## src/rtl/srdq_pkg.sv

```systemverilog
package srdq_pkg;

  typedef enum logic [1:0] {
    CMD_IDLE  = 2'b00,
    CMD_READ  = 2'b01,
    CMD_WRITE = 2'b10,
    CMD_RSVD  = 2'b11
  } cmdE;

  // strobes from control to datapath
  typedef struct packed {
    logic loadData;
    logic driveReq;
  } strobeT;

endpackage

```

## src/rtl/srdq_ctrl.sv

```systemverilog
module srdq_ctrl
  import srdq_pkg::*;
#(
  parameter int RECOVER_CYC = 4
) (
  input  logic       clk,
  input  logic       rstN,
  input  logic [1:0] cmdIn,
  input  logic       oneCycleOff,
  input  logic       sleepIn,
  output strobeT     strb,
  output logic       wrDropErr
);

  localparam int REC_W = (RECOVER_CYC < 1) ? 1 : $clog2(RECOVER_CYC + 1);

  cmdE cmdRaw;
  cmdE effCmd;
  cmdE stage1;
  cmdE stage2;
  logic sleepArm;
  logic asleep;
  logic [REC_W-1:0] recCnt;
  logic inRecovery;

  assign cmdRaw     = cmdE'(cmdIn);
  assign inRecovery = (recCnt != '0);

  // command actually entering the pipeline
  always_comb begin
    if (asleep)                                     effCmd = CMD_IDLE;
    else if (cmdRaw == CMD_WRITE && inRecovery)     effCmd = CMD_IDLE;
    else if (cmdRaw == CMD_RSVD)                    effCmd = CMD_IDLE;
    else                                            effCmd = cmdRaw;
  end

  always_ff @(posedge clk or negedge rstN) begin
    if (!rstN) begin
      stage1    <= CMD_IDLE;
      stage2    <= CMD_IDLE;
      sleepArm  <= 1'b0;
      asleep    <= 1'b0;
      recCnt    <= '0;
      wrDropErr <= 1'b0;
    end else begin
      stage1    <= effCmd;
      stage2    <= stage1;
      sleepArm  <= sleepIn;
      asleep    <= sleepArm;
      if (asleep && !sleepArm)
        recCnt <= REC_W'(RECOVER_CYC);
      else if (inRecovery)
        recCnt <= recCnt - 1'b1;
      wrDropErr <= !asleep && inRecovery && (cmdRaw == CMD_WRITE);
    end
  end

  // drive-enable: mode picks how early a non-read in the input stage cuts drivers
  always_comb begin
    strb.loadData = (stage1 == CMD_READ) && !asleep;
    strb.driveReq = !asleep && (stage2 == CMD_READ) &&
                    (oneCycleOff ? (stage1 == CMD_READ) : (stage1 != CMD_WRITE));
  end

  p_write_quiet_r4: assert property (@(posedge clk) disable iff (!rstN)
    (effCmd == CMD_WRITE) |=> !strb.driveReq);

  p_scd_cut_r2: assert property (@(posedge clk) disable iff (!rstN)
    (oneCycleOff && effCmd != CMD_READ) |=> (!oneCycleOff || !strb.driveReq));

  p_dcd_hold_r3: assert property (@(posedge clk) disable iff (!rstN)
    (!oneCycleOff && stage1 == CMD_READ && effCmd == CMD_IDLE && !asleep && !sleepArm)
      |=> (oneCycleOff || strb.driveReq));

  p_err_source_r7: assert property (@(posedge clk) disable iff (!rstN)
    wrDropErr |-> $past(cmdRaw == CMD_WRITE));

  p_rec_bound_r7: assert property (@(posedge clk) disable iff (!rstN)
    recCnt <= REC_W'(RECOVER_CYC));

endmodule

```

## src/rtl/srdq_data.sv

```systemverilog
module srdq_data
  import srdq_pkg::*;
#(
  parameter int DATA_W = 36
) (
  input  logic              clk,
  input  logic              rstN,
  input  strobeT            strb,
  input  logic [DATA_W-1:0] rdData,
  output logic [DATA_W-1:0] dqOut
);

  logic [DATA_W-1:0] dataQ;

  always_ff @(posedge clk or negedge rstN) begin
    if (!rstN)              dataQ <= '0;
    else if (strb.loadData) dataQ <= rdData;
  end

  assign dqOut = dataQ;

  p_hold_r1: assert property (@(posedge clk) disable iff (!rstN)
    !strb.loadData |=> $stable(dataQ));

  p_load_r1: assert property (@(posedge clk) disable iff (!rstN)
    strb.loadData |=> (dataQ == $past(rdData)));

endmodule

```

## src/rtl/srdq_top.sv

```systemverilog
module srdq_top
  import srdq_pkg::*;
#(
  parameter int DATA_W      = 36,
  parameter int RECOVER_CYC = 4
) (
  input  logic              clk,
  input  logic              rstN,
  input  logic [1:0]        cmdIn,
  input  logic [DATA_W-1:0] rdData,
  input  logic              oneCycleOff,
  input  logic              oeN,
  input  logic              sleepIn,
  output logic [DATA_W-1:0] dqOut,
  output logic              dqDrive,
  output logic              wrDropErr
);

  strobeT strb;

  srdq_ctrl #(.RECOVER_CYC(RECOVER_CYC)) u_ctrl (
    .clk(clk), .rstN(rstN), .cmdIn(cmdIn), .oneCycleOff(oneCycleOff),
    .sleepIn(sleepIn), .strb(strb), .wrDropErr(wrDropErr)
  );

  srdq_data #(.DATA_W(DATA_W)) u_data (
    .clk(clk), .rstN(rstN), .strb(strb), .rdData(rdData), .dqOut(dqOut)
  );

  // asynchronous gate: output enable can only remove drive
  assign dqDrive = strb.driveReq && !oeN;

  p_sleep_quiet_r6: assert property (@(posedge clk) disable iff (!rstN)
    ($past(sleepIn, 2) && $past(rstN, 2) && $past(rstN)) |-> !dqDrive);

  p_reset_quiet_r8: assert property (@(posedge clk)
    !rstN |-> (!dqDrive && !wrDropErr));

endmodule

```

## config.mk

```make
export PLATFORM = sky130hd
export DESIGN_NAME = srdq_top
export DESIGN_NICKNAME = d
export VERILOG_FILES = /design/src/rtl/srdq_pkg.sv /design/src/rtl/srdq_ctrl.sv /design/src/rtl/srdq_data.sv /design/src/rtl/srdq_top.sv
export SDC_FILE = /design/constraint.sdc
export NUM_CORES = 1
export LEC_CHECK = 0
export BUFFER_PORTS_ARGS = -buffer_cell sky130_fd_sc_hd__buf_2
export CAP_MARGIN = 30
export CORE_ASPECT_RATIO = 1.25
export CORE_MARGIN = 5
export CORE_UTILIZATION = 42
export DETAILED_ROUTE_END_ITERATION = 6
export GPL_TIMING_DRIVEN = 0
export PLACE_DENSITY = 0.73
export SYNTH_ARGS = -nofsm -noshare
export SYNTH_HDL_FRONTEND = slang
export SYNTH_SLANG_ARGS = --single-unit
```

## constraint.sdc

```tcl
create_clock -name clk -period 4.3 [get_ports clk]
set_input_delay 0.215 -clock clk [delete_from_list [all_inputs] [get_ports clk]]
set_output_delay 0.215 -clock clk [all_outputs]
set_load 0.005 [all_outputs]
```

After elaboration in Yosys (flattened, before gate mapping)
Cells that the tools add are included.

word-level totals
  flip-flop bits (word level) = 46
  bits in latches = 0
  memory bits (writable) = 0
  bits in read-only memories = 0
  bits of input ports = 43
  output and inout bits = 38
  word-level logic and storage cells = 32
  memories = 0

operators by class
  add/sub/neg operators = 1
  $mul = 0
  div/mod/pow operators = 0
  magnitude comparators = 0
  equality and inequality tests = 5
  shift-type cells = 0
  muxes and demuxes = 6
  bitwise operators = 0
  reduce and logical (&&, ||, !) cells = 13

operators with widths
  kind                                               count
  logical AND 1 bit                                  8
  2-to-1 mux 2 bit                                   3
  2-to-1 mux 3 bit                                   2
  == test 2 x 1 -> 1 bit (second input constant)     2
  == test 2 bit (second input constant)              2
  zero test 1 bit                                    3
  nonzero test 3 bit                                 1
  subtractor 3 x 1 -> 3 bit (second input constant)  1
  inequality test 2 bit (second input constant)      1
  nonzero test 2 bit                                 1
  2-to-1 mux 1 bit                                   1

Longest topological paths before layout
Gate-level depths: netlist (run 1).

  depth after elaboration = 4
  gate-level depth with buffers = 5
  mapped depth without buffers = 5

By module
A second synthesis (run 1) with hierarchy kept.

second synthesis, totals
  cell total of the unflattened synthesis = 107
  area, all modules = 1903.1 um^2

modules (own cells, without submodules)
  module     times used  cells an instance  area an instance (um^2)  sequential area each (um^2)
  srdq_data  1           76                 1490.2                   900.9
  srdq_ctrl  1           30                 399.1                    250.2
  srdq_top   1           1                  13.8                     0.0

Least setup slack after synthesis (run 1)
Ideal clock, no wire load.

  path kind = flip-flop to flip-flop
  start = register u_ctrl.asleep
  end = register u_data.dataQ[13] (netlist: u_data.dqOut[13])
  library setup time = 0.125 ns
  arrival time = 1.319 ns
  data required time = 4.175 ns
  slack = 2.856 ns
  stages on the path, launching flop included = 4
  path buffers = 1
  period minus slack after synthesis = 1.444 ns
  cell sequence = dfrtp_1 > nor3_4 > buf_6 > mux2_2

on the way
  word-level cells in the longest chain between the ends = 2

ends and longest elaborated chain
  what                      line             RTL
  start: declaration        srdq_ctrl.sv:22  logic asleep;
  start signal: assignment  srdq_ctrl.sv:49  asleep <= sleepArm;
  zero test 1 bit           srdq_ctrl.sv:60  strb.loadData = (stage1 == CMD_READ) && !asleep;
  logical AND 1 bit         srdq_ctrl.sv:60
  end signal: assignment    srdq_data.sv:17  else if (strb.loadData) dataQ <= rdData;
  end: declaration          srdq_data.sv:13  logic [DATA_W-1:0] dataQ;

Every way passes these cells.
A chain may end at the register's enable or synchronous reset.

Worst setup path after layout (run 1)
  start = register u_ctrl.asleep
  end = register u_data.dataQ[25] (netlist: u_data.dqOut[25])

Same word-level chain as after synthesis.

==> summary.txt, run 1 <==
======================================================================================================
Via count of the first global-routing pass ..............................................         1216
Cell Area, Synth ........................................................................ 0.00174 sq mm
Final WL ................................................................................ 3510 microns
TritonCTS clock tree ....................................................................        built
Area of the die ......................................................................... 0.00555 sq mm
FF-to-FF path depth .....................................................................            3
Cells along the critical path ........................................................... nor3_4, buf_6, mux2_2
Drt via density .........................................................................         4.58
Maximum number of pins on one net before global-route repair ............................           47
Die height .............................................................................. 82.0 microns
Top delay family on crit path ........................................................... simple AND/OR/NAND/NOR gates
Number of nets in the layout ............................................................          242
Routed length per instance .............................................................. 13.9 microns
Number of buffers added by the clock tree synthesis step ................................            5
Number of synthesized register bits .....................................................           46
Max-cap violations ......................................................................            0
Antenna-violating nets left .............................................................            0
Maximum fanout count along the critical path ............................................           10
Areal power density over the cells ......................................................  470 mW/mm^2
Cell type with the highest aggregate area in the netlist ................................      dfrtp_1
Share of the yosys chip area belonging to registers .....................................        0.660
Yosys synthesis warning count ...........................................................            0
Clock Latency Late Sink .................................................................      0.28 ns
Crit end category .......................................................................     register
Detailed-routing iteration count for the pre-antenna-repair pass ........................            2
Final worst-path cycle share ............................................................        0.385
Number of gates on the worst path with buffers counted ..................................            3
Share of layout cells above drive strength 1 ............................................        0.629
Clk Tree Root Cell ......................................................................     clkbuf_8
Residual DRC count ......................................................................            0
CTS Buffer Depth ........................................................................            2
Synth area leaders ...................................................................... dfrtp_1 (66%), mux2_2 (22%), buf_6 (1.9%)
Crit-path slowest cell ..................................................................       nor3_4
Most common cell after layout, fill and taps aside ......................................        buf_2
Ports ...................................................................................           81
Top cell type's share of synthesized area ...............................................        0.660
Cell count of the worst hold path .......................................................            1
Number of resized instances in the post-cts repair step .................................            0
Static power due to leakage .............................................................      1.15 nW
Number of antenna violations at the first check in global routing .......................            0
WP data arrival .........................................................................      1.82 ns
Min cycle time layout ...................................................................      1.65 ns
Final setup violation count .............................................................            0
CP Buf/Inv Count ........................................................................            1
Filler cells ............................................................................          356
Maximum clock frequency .................................................................    0.605 GHz
Final Instance Area ..................................................................... 0.00232 sq mm
Count of inserted antenna diode cells ...................................................            0
Vias ....................................................................................         1159
Setup bufs post-CTS .....................................................................            0
Type of the most critical hold path .....................................................    in -> reg
Area of the core ........................................................................ 0.00407 sq mm
Final-report hold violation count .......................................................            0
Pin slew with the least headroom to its limit ...........................................     0.537 ns
Unrepaired setup endpoints after global routing .........................................           no
GRT Util Overall ........................................................................        0.131
Tightest hold margin ....................................................................    0.0401 ns
Final Max Tran Viols ....................................................................            0
Commonest cells after routing, fill and taps aside ...................................... buf_2 (80), dfrtp_1 (46), mux2_2 (34), clkbuf_8 (5)
Required time reported for the critical path endpoint ...................................      4.47 ns
Average footprint of a synthesized cell .................................................   16.1 sq um
Port bufs ...............................................................................           80
Total half-perimeter wirelength after legalization and detailed placement ............... 2770 microns
Clock Skew ..............................................................................   0.00246 ns
Worst vdd rail ir drop ..................................................................     0.249 mV
Clock transition at the register clock pins on the worst setup and hold paths after CTS .      0.07 ns
TritonCTS sink count ....................................................................           46
Site Rows ...............................................................................           26
Area growth from synthesis to layout ....................................................        33.1%
Global-route wire length before repair .................................................. 5350 microns
Relative slew slack .....................................................................        0.641
Syn nets ................................................................................          153
Remaining global-route overflow .........................................................            0
Count of cell types in the netlist ......................................................           19
Number of levels the H-tree was split into ..............................................            2
Horiz. Die Dim .......................................................................... 67.6 microns
Drt initial violations ..................................................................           29
Final RePlAce weighted congestion .......................................................        0.651
Instance count of the mapped netlist ....................................................          108
Result of the run ....................................................................... complete, no violations
Worst stage delay on the critical path ..................................................      0.51 ns
Initial core utilization ................................................................        0.429
Startpoint Class ........................................................................     register
Start-to-end type of the worst setup path ...............................................   reg -> reg
Setup total negative slack ..............................................................         0 ns
DP Area ................................................................................. 0.00221 sq mm
======================================================================================================
## Yosys cell counts, drive strengths merged
library cell and count:
o31ai 1, a211oi 1, nor2b 1, nor2 4, nor4 1, and3 1
nand2 1, inv 4, xnor2 1, ha 2, maj3 1, nor3 1
mux2 36, nor3b 1, nand2b 2, a21oi 1, dfrtp 46, buf 3
## per-stage QoR
step / total power [mW] / util / std cells / worst slack, ns
3_3_place_gp: 0.847 / 0.544 / 244 / 2.64
5_1_grt: 1.16 / 0.570 / 253 / 2.55
3_5_place_dp: 0.870 / 0.544 / 244 / 2.60
2_1_floorplan: 0.725 / - / 108 / 2.86
6_report: 1.09 / 0.570 / 253 / 2.65
4_1_cts: 1.11 / 0.563 / 251 / 2.60
## metal layers
metal,GRT usage,vias to the layer above,share of wire
met4,0.0548,0,0.016
met5,0,-,0
met3,0.0424,6,0.078
met1,0.132,564,0.34
li1,-,547,-
met2,0.241,42,0.56
## layout make-up
class	instances	area, sq um	share of cell area
repair buffers	82	430	0.186
well taps	56	70.1	0.0302
clock buffers	7	76.3	0.0329
inverters	4	15.0	0.00647
multi-input cells	55	543	0.234
flip-flops and latches	46	1150	0.496
plain buffers	3	33.8	0.0146
## sequential cells by signal, indices dropped and copies added, names as in the netlist
register,count
u_ctrl.recCnt,3
u_ctrl.sleepArm,1
u_data.dqOut,36
u_ctrl.stage2,2
u_ctrl.wrDropErr,1
u_ctrl.stage1,2
u_ctrl.asleep,1
## worst paths after layout
path                            slack (ns)                       start                           end
worst max-delay path                  2.65     u_ctrl.asleep$_DFF_PN0_  u_data.dqOut[25]$_DFFE_PN0P_
worst min-delay path                  0.04                     sleepIn     u_ctrl.sleepArm$_DFF_PN0_
worst max register to register        2.65     u_ctrl.asleep$_DFF_PN0_  u_data.dqOut[25]$_DFFE_PN0P_
worst min register to register        0.38  u_ctrl.stage1[0]$_DFF_PN0_    u_ctrl.stage2[0]$_DFF_PN0_
max in group asynchronous             3.39                        rstN       u_ctrl.asleep$_DFF_PN0_
min in group asynchronous             0.42                        rstN   u_data.dqOut[5]$_DFFE_PN0P_
## where the power goes
group | internal (mW) | switching, mW | leakage (nW)
Combinational | 0.159 | 0.114 | 0.555
Sequential | 0.534 | 0.0493 | 0.558
Clock | 0.112 | 0.121 | 0.0383
Total | 0.805 | 0.285 | 1.15
## cells by family after synthesis
kind of cell,Yosys count,synth area share
AOI/OAI and AO/OA,3,0.0115
adders and majority gates,3,0.0201
xor gates and xnor gates,1,0.00503
DFF,46,0.660
buffers and inverters,7,0.0280
muxes,36,0.233
and+or+nand+nor,12,0.0424
## what timing repair did
| item | CTS | global route |
|---|---|---|
| hold endpoints to repair | 0 | 17 |
| hold buffers | 0 | 1 |
| endpoints found under the setup margin | 0 | 0 |
No activity file was read; power rests on OpenSTA's default activity.
==> inputs of run 2 (changes only) <==
--- a/config.mk
+++ b/config.mk
@@ -9,10 +9,10 @@
 export CAP_MARGIN = 30
 export CORE_ASPECT_RATIO = 1.25
 export CORE_MARGIN = 5
-export CORE_UTILIZATION = 42
+export CORE_UTILIZATION = 41
 export DETAILED_ROUTE_END_ITERATION = 6
 export GPL_TIMING_DRIVEN = 0
-export PLACE_DENSITY = 0.73
+export PLACE_DENSITY = 0.74
 export SYNTH_ARGS = -nofsm -noshare
 export SYNTH_HDL_FRONTEND = slang
 export SYNTH_SLANG_ARGS = --single-unit
==> constraint.sdc (replaced) <==
create_clock -name clk -period 1.4 [get_ports clk]
set_input_delay 0.07 -clock clk [delete_from_list [all_inputs] [get_ports clk]]
set_output_delay 0.07 -clock clk [all_outputs]
set_load 0.005 [all_outputs]
==> summary.txt, run 2 (synthesized netlist as in run 1, its figures left out) <==
======================================================================================================
Site Rows ...............................................................................           26   unchanged
Areal power density over the cells ...................................................... 1320 mW/mm^2   +180%
Number of levels the H-tree was split into ..............................................            2   unchanged
Unrepaired setup endpoints after global routing .........................................          yes
Maximum number of pins on one net before global-route repair ............................           33   -30%
Area growth from synthesis to layout ....................................................        57.1%
CP Buf/Inv Count ........................................................................            3   +2
Top delay family on crit path ........................................................... buffers and inverters
Drt via density .........................................................................         4.57   -0.30%
Required time reported for the critical path endpoint ...................................      1.57 ns   -2.90 ns
Worst vdd rail ir drop ..................................................................     0.799 mV   +220%
Remaining global-route overflow .........................................................            0   unchanged
Ports ...................................................................................           81   unchanged
Sequential standard cell area ........................................................... 0.00115 sq mm   unchanged
Commonest cells after routing, fill and taps aside ...................................... buf_2 (80), dfrtp_1 (46), mux2_4 (22), dlygate4sd3_1 (19), mux2_2 (14)
Number of buffers added by the clock tree synthesis step ................................            5   unchanged
Static power due to leakage .............................................................      1.37 nW   +19%
Final Max Tran Viols ....................................................................            0   unchanged
Grt met1 use ............................................................................        0.145   +0.0129
Final WL ................................................................................ 4190 microns   +20%
Result of the run ....................................................................... finished with violations
Clk Tree Root Cell ......................................................................     clkbuf_8
Number of standard cells in the final layout excluding fillers ..........................          282   +11%
Pin slew with the least headroom to its limit ...........................................     0.360 ns   -0.178 ns
Worst stage delay on the critical path ..................................................      0.40 ns   -0.11 ns
Met3 Usage GRT ..........................................................................       0.0459   +0.00354
Most frequent CP cell ...................................................................        buf_6
Maximum clock frequency .................................................................    0.681 GHz   +13%
Min cycle time layout ...................................................................      1.47 ns   -0.184 ns
Final-report hold violation count .......................................................            0   unchanged
Clock Skew ..............................................................................   0.00592 ns   +0.00346 ns
TritonCTS clock tree ....................................................................        built
Routed length per instance .............................................................. 14.9 microns   +7.2%
GRT Util Overall ........................................................................        0.141   +0.0103
Type of the most critical hold path .....................................................    in -> reg
Share of layout cells above drive strength 1 ............................................        0.621   -0.00891
Most utilized layer in the global route result ..........................................         met2
Start-to-end type of the worst setup path ...............................................   reg -> reg
Total half-perimeter wirelength after legalization and detailed placement ............... 2710 microns   -2.4%
Via count of the first global-routing pass ..............................................         1390   +14%
Area of the die ......................................................................... 0.00566 sq mm   +2.1%
Crit-path slowest cell ..................................................................      dfrtp_1
Number of cells after detailed placement ................................................          245   +0.41%
Flip-flop count of the largest register after layout ....................................           36   unchanged
Most common cell after layout, fill and taps aside ......................................        buf_2
Crit end category .......................................................................     register
Maximum fanout count along the critical path ............................................            5   -5
Detailed-routing iteration count for the pre-antenna-repair pass ........................            4   +2
Total area of multi-input combinational cells ...........................................    633 sq um   +17%
Final setup violation count .............................................................           36   +36
CTS Buffer Depth ........................................................................            2   unchanged
Clock Latency Late Sink .................................................................      0.29 ns   about the same
Vias ....................................................................................         1288   +11%
Number of nets in the layout ............................................................          268   +11%
Final core utilization ..................................................................        0.668   +0.0974
Smallest setup slack after layout .......................................................   -0.0693 ns   -2.72 ns
Initial core utilization ................................................................        0.425   -0.00340
TritonCTS sink count ....................................................................           46   unchanged
Area of the core ........................................................................ 0.00410 sq mm   +0.80%
Horiz. Die Dim .......................................................................... 68.3 microns   +1.0%
Final worst-path cycle share ............................................................         1.05   +0.665
Startpoint Class ........................................................................     register
Cells along the critical path ........................................................... buf_6, nor3_4, buf_6, clkbuf_16, mux2_4
Antenna-violating nets left .............................................................            0   unchanged
Port bufs ...............................................................................           80   unchanged
Number of antenna violations at the first check in global routing .......................            2   +2
Met2 usage in global routing ............................................................        0.261   +0.0199
Relative slew slack .....................................................................        0.760   +0.120
Filler cells ............................................................................          339   -4.8%
Max-cap violations ......................................................................            0   unchanged
Final RePlAce weighted congestion .......................................................        0.705   +8.3%
Global-route wire length before repair .................................................. 6100 microns   +14%
WP data arrival .........................................................................      1.64 ns   -0.18 ns
Drt initial violations ..................................................................           23   -21%
Pre-CTS worst setup slack ...............................................................    -0.262 ns   -2.87 ns
Violations in the final reports ......................................................... negative setup slack
Clock transition at the register clock pins on the worst setup and hold paths after CTS .      0.08 ns   about the same
Die height .............................................................................. 82.9 microns   +1.1%
Residual DRC count ......................................................................            0   unchanged
======================================================================================================
-- run 2: changes by cell type in the layout (fill, tap and decap cells not counted), moves of 2 or more --
cell	delta
clkbuf_16	+2
dlygate4sd3_1	+18
mux2_2	-20
buf_6	+2
buf_4	+2
buf_12	+2
diode_2	+2
mux2_1	-2
mux2_4	+22
-- run 2: layout make-up --
class | instances | share of cell area
Antenna cell | 2 | 0.00183
Buffer | 3 | 0.0187
Clock buffer | 7 | 0.0315
Clock inverter | 1 | 0.00183
Inverter | 4 | 0.00548
Multi-Input combinational cell | 55 | 0.231
Sequential cell | 46 | 0.420
Tap cell | 56 | 0.0256
Timing Repair Buffer | 108 | 0.263
-- run 2: metrics by stage --
stage / TNS, ns / hold WS (ns) / cell area, sq um / power [mW]
floorplan: -0.161 / -0.226 / 1740 / 2.23
global placement: -6.67 / 0.178 / 2210 / 2.62
detailed placement: -7.66 / 0.00529 / 2230 / 2.66
CTS: -1.65 / 0.000297 / 2550 / 3.55
global route: -3.57 / -0.00163 / 2740 / 3.84
finish: -1.52 / 0.00826 / 2740 / 3.62
-- run 2: power breakdown --
part | total [mW] | internal (mW) | switching (mW)
clock network | 0.809 | 0.398 | 0.410
logic | 1.01 | 0.633 | 0.376
registers | 1.80 | 1.64 | 0.159
total | 3.62 | 2.67 | 0.945
-- run 2: final timing paths --
check                                      startpoint                           end  slack (ns)  depth (start not counted)
setup / recovery           u_ctrl.stage1[1]$_DFF_PN0_   u_data.dqOut[3]$_DFFE_PN0P_       -0.07                          5
hold / removal                             rdData[12]  u_data.dqOut[12]$_DFFE_PN0P_       0.008                          2
setup reg to reg           u_ctrl.stage1[1]$_DFF_PN0_   u_data.dqOut[3]$_DFFE_PN0P_       -0.07                          5
hold reg to reg             u_ctrl.sleepArm$_DFF_PN0_       u_ctrl.asleep$_DFF_PN0_        0.39                          0
max in group asynchronous                        rstN   u_data.dqOut[8]$_DFFE_PN0P_        0.68                          3
min in group asynchronous                        rstN  u_data.dqOut[30]$_DFFE_PN0P_        0.24                          2
-- run 2: timing repair --
item                                    CTS  global route
hold buffers                             12             7
cloned                                    0             2
buffers inserted                          6             0
pin swaps                                 3             1
gates resized for setup                  16            17
endpoints found under the setup margin   37            37
hold endpoints to repair                 26             7
-- run 2: layer usage --
| layer | wire length (microns) | share of wire | up-vias |
|---|---|---|---|
| li1 | - | - | 602 |
| met1 | 1480 | 0.35 | 633 |
| met2 | 2390 | 0.57 | 45 |
| met3 | 216 | 0.052 | 8 |
| met4 | 109 | 0.026 | 0 |
| met5 | 0 | 0 | - |
